<file path="config.mk">
export PLATFORM = sky130hd
export DESIGN_NAME = bq_burst_sram
export DESIGN_NICKNAME = d
export VERILOG_FILES = /design/src/rtl/bq_pkg.sv /design/src/rtl/bq_port_seq.sv /design/src/rtl/bq_mem_array.sv /design/src/rtl/bq_rd_pipe.sv /design/src/rtl/bq_burst_sram.sv
export SDC_FILE = /design/constraint.sdc
export NUM_CORES = 2
export LEC_CHECK = 0
export CELL_PAD_IN_SITES_DETAIL_PLACEMENT = 0
export CELL_PAD_IN_SITES_GLOBAL_PLACEMENT = 1
export CORE_MARGIN = 5
export CORE_UTILIZATION = 40
export DETAILED_ROUTE_END_ITERATION = 8
export GPL_ROUTABILITY_DRIVEN = 0
export PLACE_DENSITY = 0.66
export SLEW_MARGIN = 20
export SYNTH_ARGS = -nofsm -noshare
export SYNTH_HDL_FRONTEND = slang
export SYNTH_SLANG_ARGS = --single-unit
</file>
<file path="constraint.sdc">
create_clock -name clk -period 3.9 [get_ports clk]
set_input_delay 0.585 -clock clk [delete_from_list [all_inputs] [get_ports clk]]
set_output_delay 0.585 -clock clk [all_outputs]
set_load 0.005 [all_outputs]
</file>
<file path="src/rtl/bq_pkg.sv">
package bq_pkg;
    typedef enum logic [2:0] {
        PS_IDLE,
        PS_BEAT0,
        PS_BEAT1,
        PS_BEAT2,
        PS_BEAT3
    } port_state_e;

    localparam int BEATS  = 4;
    localparam int BEAT_W = $clog2(BEATS);
endpackage

</file>
<file path="src/rtl/bq_port_seq.sv">
module bq_port_seq
    import bq_pkg::*;
(
    input  logic              clk,
    input  logic              rst_n,
    input  logic              pos_ph,
    input  logic              sel_n,
    output logic              start,
    output logic              active,
    output logic [BEAT_W-1:0] beat
);
    port_state_e state_q, state_d;

    always_ff @(posedge clk) begin
        if (!rst_n) state_q <= PS_IDLE;
        else        state_q <= state_d;
    end

    always_comb begin
        start   = pos_ph && !sel_n &&
                  (state_q == PS_IDLE || state_q == PS_BEAT3);
        state_d = state_q;
        unique case (state_q)
            PS_IDLE:  if (start) state_d = PS_BEAT0;
            PS_BEAT0: state_d = PS_BEAT1;
            PS_BEAT1: state_d = PS_BEAT2;
            PS_BEAT2: state_d = PS_BEAT3;
            PS_BEAT3: state_d = start ? PS_BEAT0 : PS_IDLE;
            default:  state_d = PS_IDLE;
        endcase
    end

    always_comb begin
        active = 1'b1;
        beat   = '0;
        unique case (state_q)
            PS_IDLE:  active = 1'b0;
            PS_BEAT0: beat   = 2'd0;
            PS_BEAT1: beat   = 2'd1;
            PS_BEAT2: beat   = 2'd2;
            PS_BEAT3: beat   = 2'd3;
            default:  active = 1'b0;
        endcase
    end
endmodule

</file>
<file path="src/rtl/bq_mem_array.sv">
module bq_mem_array #(
    parameter int WORD_AW = 6,
    parameter int LANES   = 4,
    parameter int LANE_W  = 9
) (
    input  logic                      clk,
    input  logic                      we,
    input  logic [WORD_AW-1:0]        waddr,
    input  logic [LANES*LANE_W-1:0]   wdata,
    input  logic [LANES-1:0]          wbe_n,
    input  logic [WORD_AW-1:0]        raddr,
    output logic [LANES*LANE_W-1:0]   rdata
);
    localparam int DW    = LANES * LANE_W;
    localparam int DEPTH = 1 << WORD_AW;

    logic [DW-1:0] store [DEPTH];
    logic [DW-1:0] old_word;
    logic [DW-1:0] merged;

    assign old_word = store[waddr];

    for (genvar l = 0; l < LANES; l++) begin : g_lane
        assign merged[l*LANE_W +: LANE_W] =
            wbe_n[l] ? old_word[l*LANE_W +: LANE_W] : wdata[l*LANE_W +: LANE_W];
    end

    always_ff @(posedge clk) begin
        if (we) store[waddr] <= merged;
    end

    assign rdata = store[raddr];
endmodule

</file>
<file path="src/rtl/bq_rd_pipe.sv">
module bq_rd_pipe #(
    parameter int DW     = 36,
    parameter int STAGES = 3
) (
    input  logic          clk,
    input  logic          rst_n,
    input  logic          in_v,
    input  logic [DW-1:0] in_d,
    output logic          out_v,
    output logic [DW-1:0] out_d
);
    logic [STAGES-1:0] v_q;
    logic [DW-1:0]     d_q [STAGES];

    always_ff @(posedge clk) begin
        if (!rst_n) begin
            v_q <= '0;
            for (int s = 0; s < STAGES; s++) d_q[s] <= '0;
        end else begin
            v_q[0] <= in_v;
            d_q[0] <= in_d;
            for (int s = 1; s < STAGES; s++) begin
                v_q[s] <= v_q[s-1];
                d_q[s] <= d_q[s-1];
            end
        end
    end

    assign out_v = v_q[STAGES-1];
    assign out_d = d_q[STAGES-1];
endmodule

</file>
<file path="src/rtl/bq_burst_sram.sv">
module bq_burst_sram
    import bq_pkg::*;
#(
    parameter int BURST_AW = 4,
    parameter int LANES    = 4,
    parameter int LANE_W   = 9,
    parameter int RD_LAT   = 2
) (
    input  logic                     clk,
    input  logic                     rst_n,
    input  logic                     pos_ph,
    input  logic                     rd_sel_n,
    input  logic                     wr_sel_n,
    input  logic [BURST_AW-1:0]      addr,
    input  logic [LANES*LANE_W-1:0]  wdata,
    input  logic [LANES-1:0]         wbe_n,
    output logic [LANES*LANE_W-1:0]  rdata,
    output logic                     q_oe,
    output logic                     rvalid
);
    localparam int DW      = LANES * LANE_W;
    localparam int WORD_AW = BURST_AW + BEAT_W;
    localparam int PIPE    = 2 * RD_LAT - 1;

    logic              rd_start, rd_act;
    logic              wr_start, wr_act;
    logic [BEAT_W-1:0] rd_beat, wr_beat;
    logic [BURST_AW-1:0] raddr_q, waddr_q, wr_burst;
    logic [DW-1:0]     mem_q;
    logic              pipe_v;
    logic [DW-1:0]     pipe_d;

    bq_port_seq u_rd_seq (
        .clk(clk), .rst_n(rst_n), .pos_ph(pos_ph), .sel_n(rd_sel_n),
        .start(rd_start), .active(rd_act), .beat(rd_beat)
    );

    bq_port_seq u_wr_seq (
        .clk(clk), .rst_n(rst_n), .pos_ph(pos_ph), .sel_n(wr_sel_n),
        .start(wr_start), .active(wr_act), .beat(wr_beat)
    );

    always_ff @(posedge clk) begin
        if (!rst_n) begin
            raddr_q <= '0;
            waddr_q <= '0;
        end else begin
            if (rd_start) raddr_q <= addr;
            if (wr_act && wr_beat == '0) waddr_q <= addr;
        end
    end

    assign wr_burst = (wr_beat == '0) ? addr : waddr_q;

    bq_mem_array #(.WORD_AW(WORD_AW), .LANES(LANES), .LANE_W(LANE_W)) u_mem (
        .clk(clk), .we(wr_act), .waddr({wr_burst, wr_beat}),
        .wdata(wdata), .wbe_n(wbe_n),
        .raddr({raddr_q, rd_beat}), .rdata(mem_q)
    );

    bq_rd_pipe #(.DW(DW), .STAGES(PIPE)) u_pipe (
        .clk(clk), .rst_n(rst_n),
        .in_v(rd_act), .in_d(rd_act ? mem_q : '0),
        .out_v(pipe_v), .out_d(pipe_d)
    );

    assign rvalid = pipe_v;
    assign q_oe   = pipe_v;
    assign rdata  = pipe_d;
endmodule

</file>
Word-level counts from Yosys, hierarchy flattened
Memory sizes are Yosys's and may differ from the RTL's. Index checks and enable logic that the tools add are counted. Widths: inputs -> output; s select.

Memories: 2. Flip-flop bits (word level): 17. Bits of input ports: 49. Bits in writable memories: 2412.

Multiplexer cells: 23. Bitwise operators: 3. Reductions and logical operators: 18. Equal/unequal tests: 14.

Memory list: u_mem.store (words 64, bits a word 36, read ports 1, clocked after memory_dff 0, write ports 1, line bq_mem_array.sv:17) `logic [DW-1:0] store [DEPTH];`; u_pipe.d_q (words 3, bits a word 36, read ports 3, clocked after memory_dff 0, write ports 3, line bq_rd_pipe.sv:13) `logic [DW-1:0] d_q [STAGES];`.

Operators by type and width (count): $mux 36 (4); $mux 9 (4); $pmux 3 s5 (2); $eq 3x2->1 const B (4); $pmux 2 s3 (2); $mux 1 (8); $reduce_and 2->1 (4); $reduce_or 4->1 (2); $eq 3x1->1 const B (2); $eq 3x3->1 const B (2); $logic_not 3->1 (2); $mux 3 (2); $logic_and 1x1->1 (5); $mux 4 (1); $ne 1x1->1 const B (4); $or 1x1->1 (3); $logic_not 1->1 (2); $logic_not 2->1 (1); $logic_or 1x1->1 (2); $ne 2x1->1 const B (1); $ne 2x2->1 const B (1).

Depth between registers and ports, before layout
Depth after elaboration: 6. Depth in mapped cells: 13.

Cells and area by module
From an unflattened synthesis, not the netlist that was laid out.

Cells, all modules: 4413. Area total of the unflattened synthesis: 92799.0 um^2.

Modules (own cells, without submodules): bq_mem_array (cells an instance 4033, times used 1, area each 88539.9 um^2, seq. area each 69186.4 um^2); bq_rd_pipe (cells an instance 270, times used 1, area each 3309.4 um^2, seq. area each 2222.1 um^2); bq_burst_sram (cells an instance 76, times used 1, area each 619.3 um^2, seq. area each 160.2 um^2); bq_port_seq (cells an instance 17, times used 2, area each 165.2 um^2, seq. area each 60.1 um^2).

Worst setup path before layout
OpenSTA, ideal clock, no wires.

Path type: flip-flop to flip-flop. Start: register u_wr_seq.state_q[0]. End: memory u_mem.store[10][0] (enable). Period minus slack after synthesis: 2.717 ns. Buffers on the path: 2. Arrival time: 2.343 ns. Cell stages (with the launch flop): 9. Path slack: 1.183 ns. Data required time: 3.526 ns. Path through: dfxtp_1 -> clkbuf_1 -> nor2_1 -> a21oi_1 -> mux2_2 -> nor2_1 -> nand2_1 -> clkbuf_1 -> nor2_1.

Word-level cells in the longest chain between the ends: 6.

Ends and longest elaborated chain: from (decl) (line bq_port_seq.sv:12) `port_state_e state_q, state_d;`; from (signal assigned) (line bq_port_seq.sv:16) `else state_q <= state_d;`; $eq 3x1->1, or another cell as far along (line bq_port_seq.sv:36) `unique case (state_q)`; $reduce_or 4->1 (no source line); $mux 1 (line bq_port_seq.sv:36); $mux 1 (line bq_mem_array.sv:29) `if (we) store[waddr] <= merged;`; $mux 1 (implied by the code) (line bq_mem_array.sv:29); $reduce_and 2->1 (no source line); to (decl) (line bq_mem_array.sv:17).

Parallel ways exist; a longest one is shown, timed or not.

==> run metrics <==
Die Ht 505 um; syn_area_per_cell 14.3 um2; Data arrival, critical path 4.33 ns; hpwl dp 222 mm; Slew @ Worst Pin 1.17 ns; vias per cell 6.43; pwr/cell area 520 nW/um2; Total GRT Usage 0.273; IO Pins 87; post-route DRC violation count 0; Setup WS pre-CTS 0.486 ns; syn nets 6917; Achievable Freq 285 MHz; Most Frequent Cell on Critical Path buf_4; vias in the first global route 64900; hold buffer count at CTS 2; total power 58900 uW; Slowest cell on crit path a2111oi_1; fillcell total 21000; DIE WIDTH 505 um; r2r endpoint u_pipe.d_q[0][29]; sequential-to-total area share from yosys stat 0.732; Final Hold Fails 0; worst setup margin 0.392 ns; Multi-input gate area 23400 um2; CTS root buf clkbuf_16; DIE AREA 255000 um2; Final Max Slew Viols 0; Leakage 0.0360 uW; Area Growth Syn to Fin 15.9%; largest net degree at the start of global routing 159; most frequent cells in the layout 2304 x edfxtp_1, 841 x a21oi_1, 527 x buf_4, 398 x o21ai_0, 392 x nor2_1; Setup CP Type register to register; WHS Endpoint u_mem.store[2][20]; CTS tree done; Rel. slew slack 0.222; critical path peak fanout 32; Final Cell Area 113000 um2; core area 243000 um2; average wire per standard cell 34.0 um; proportion of layout cells with a drive suffix above 1 0.154; post-CTS sizing 0; Cells after Synth 6868; Overflow after GRT 0; Worst Skew 0.0583 ns; setup tns final 0 ns; crit share post-route 0.900; cell row count 181; Seq. cell area 71700 um2; Buf/Inv on CP 3; cell family with most CP delay compound AO/OA/AOI/OAI gates; Iter 0 DRT Violations 9939; DR pass1 iterations 9; first-pass GRT wire length 502 mm; Worst Hold Depth 1; Nets 7225; EDFF count, synth 2304; final setup violation count 0; clock buffer depth 4; clk sinks 2429; launch point of the worst hold path wdata[20]; I/O Buffers 86; Final Util 0.466; initial antenna violation count 42; CP startpoint kind register; main flop type after synthesis edfxtp_1; total CTS buffers 278; cell area after synthesis 97900 um2; ANT nets after route 0; delay of the slowest critical-path stage 0.77 ns; reg2reg path depth 9; worst-path cell chain buf_4 -> and3b_4 -> buf_4 -> a221o_1 -> nand2_1 -> a2111oi_1 -> buf_4 -> o31ai_1 -> o32ai_1; yosys warns 0; Hold WC Path Type primary input to register; starting density of the core 0.402; Clock Latency Late Sink 0.95 ns; Setup Buffers After CTS 0; via count 68100; #FFs+latches synth 2429; wirelength, routed 360 mm; Peak VDD IR 0.000538 V; r2r startpoint u_rd_seq.state_q[1]; Reg2Reg Setup Slack 0.39 ns; Final min period 3.51 ns; Netlist cell types 86; CP required 4.72 ns; unrepaired setup endpoints after global routing false; max-cap violation count 0; Post-synth ARST share 0; CP Capture Type register; CTS H-tree depth 5; placed cell area 105000 um2; clk slew on worst S/H paths 0.06 ns; status completed; most common cell after layout, fill and taps aside edfxtp_1
report_power, final:
group | internal, uW | leakage (uW) | switching (uW) | total, uW
sequential | 28700 | 0.0217 | 150 | 28800
combinational | 1590 | 0.0103 | 4230 | 5820
clock | 14100 | 0.00401 | 10200 | 24300
registers in the layout, indices dropped and copies added, names as in the netlist:
name              count
raddr_q               4
u_mem.store        2304
u_pipe.d_q          108
u_pipe.v_q            3
u_rd_seq.state_q      3
u_wr_seq.state_q      3
waddr_q               4
per-stage QoR:
stage,hold slack [ns],instances
4_1_cts,0.0985,10600
3_5_place_dp,0.421,10100
6_report,0.170,10600
2_1_floorplan,0.412,6868
5_1_grt,0.153,10600
3_3_place_gp,0.421,10100
kinds of logic after synthesis:
kind of cell	Yosys count	synth area share
buffers and inverters	663	0.0299
flip-flops	2429	0.732
AND/OR/NAND/NOR	1090	0.0512
XOR/XNOR	4	0.000358
AO/OA/AOI/OAI	2573	0.173
multiplexers	109	0.0132
worst max-delay path by stage:
stage | start | end | slack, ns | cells past startpoint
6_report | u_rd_seq.state_q[1] | u_pipe.d_q[0][29] | 0.39 | 9
5_1_grt | u_rd_seq.state_q[2] | u_pipe.d_q[0][13] | 0.31 | 7
4_1_cts | u_rd_seq.state_q[1] | u_pipe.d_q[0][29] | 0.47 | 9
3_5_place_dp | u_rd_seq.state_q[0] | u_pipe.d_q[0][34] | 0.49 | 7
3_3_place_gp | u_rd_seq.state_q[0] | u_pipe.d_q[0][34] | 0.44 | 7
2_1_floorplan | u_wr_seq.state_q[0] | u_mem.store[10][0] | 1.18 | 8
Yosys cell counts, drive strengths merged, types with 75 or more instances:
cell type	n	area, um2
nand3	108	541
edfxtp	2304	69200
and2	75	469
dfxtp	125	2500
a221oi	196	1720
a22oi	255	1910
nor2	411	1560
o22ai	168	1050
nand2	329	1240
o21ai	399	2000
a21oi	841	4210
buf	352	1760
clkbuf	297	1110
a211oi	158	1190
o221ai	114	998
metal layers:
metal	wire length, um	share of wire	global-route usage
met1	140000	0.39	0.372
met2	160000	0.44	0.411
met3	41400	0.11	0.0711
met4	18100	0.050	0.125
met5	340	0.00095	0
layout make-up:
type	count	share of cell area
antenna	19	0.000419
sequential	2429	0.632
clock buffer	379	0.0666
timing repair buffer	677	0.0522
multi-input combinational	3776	0.207
inverter	14	0.000596
tap	3202	0.0353
clock inverter	86	0.00587
Note: power is estimated with default switching activity, not from simulation.
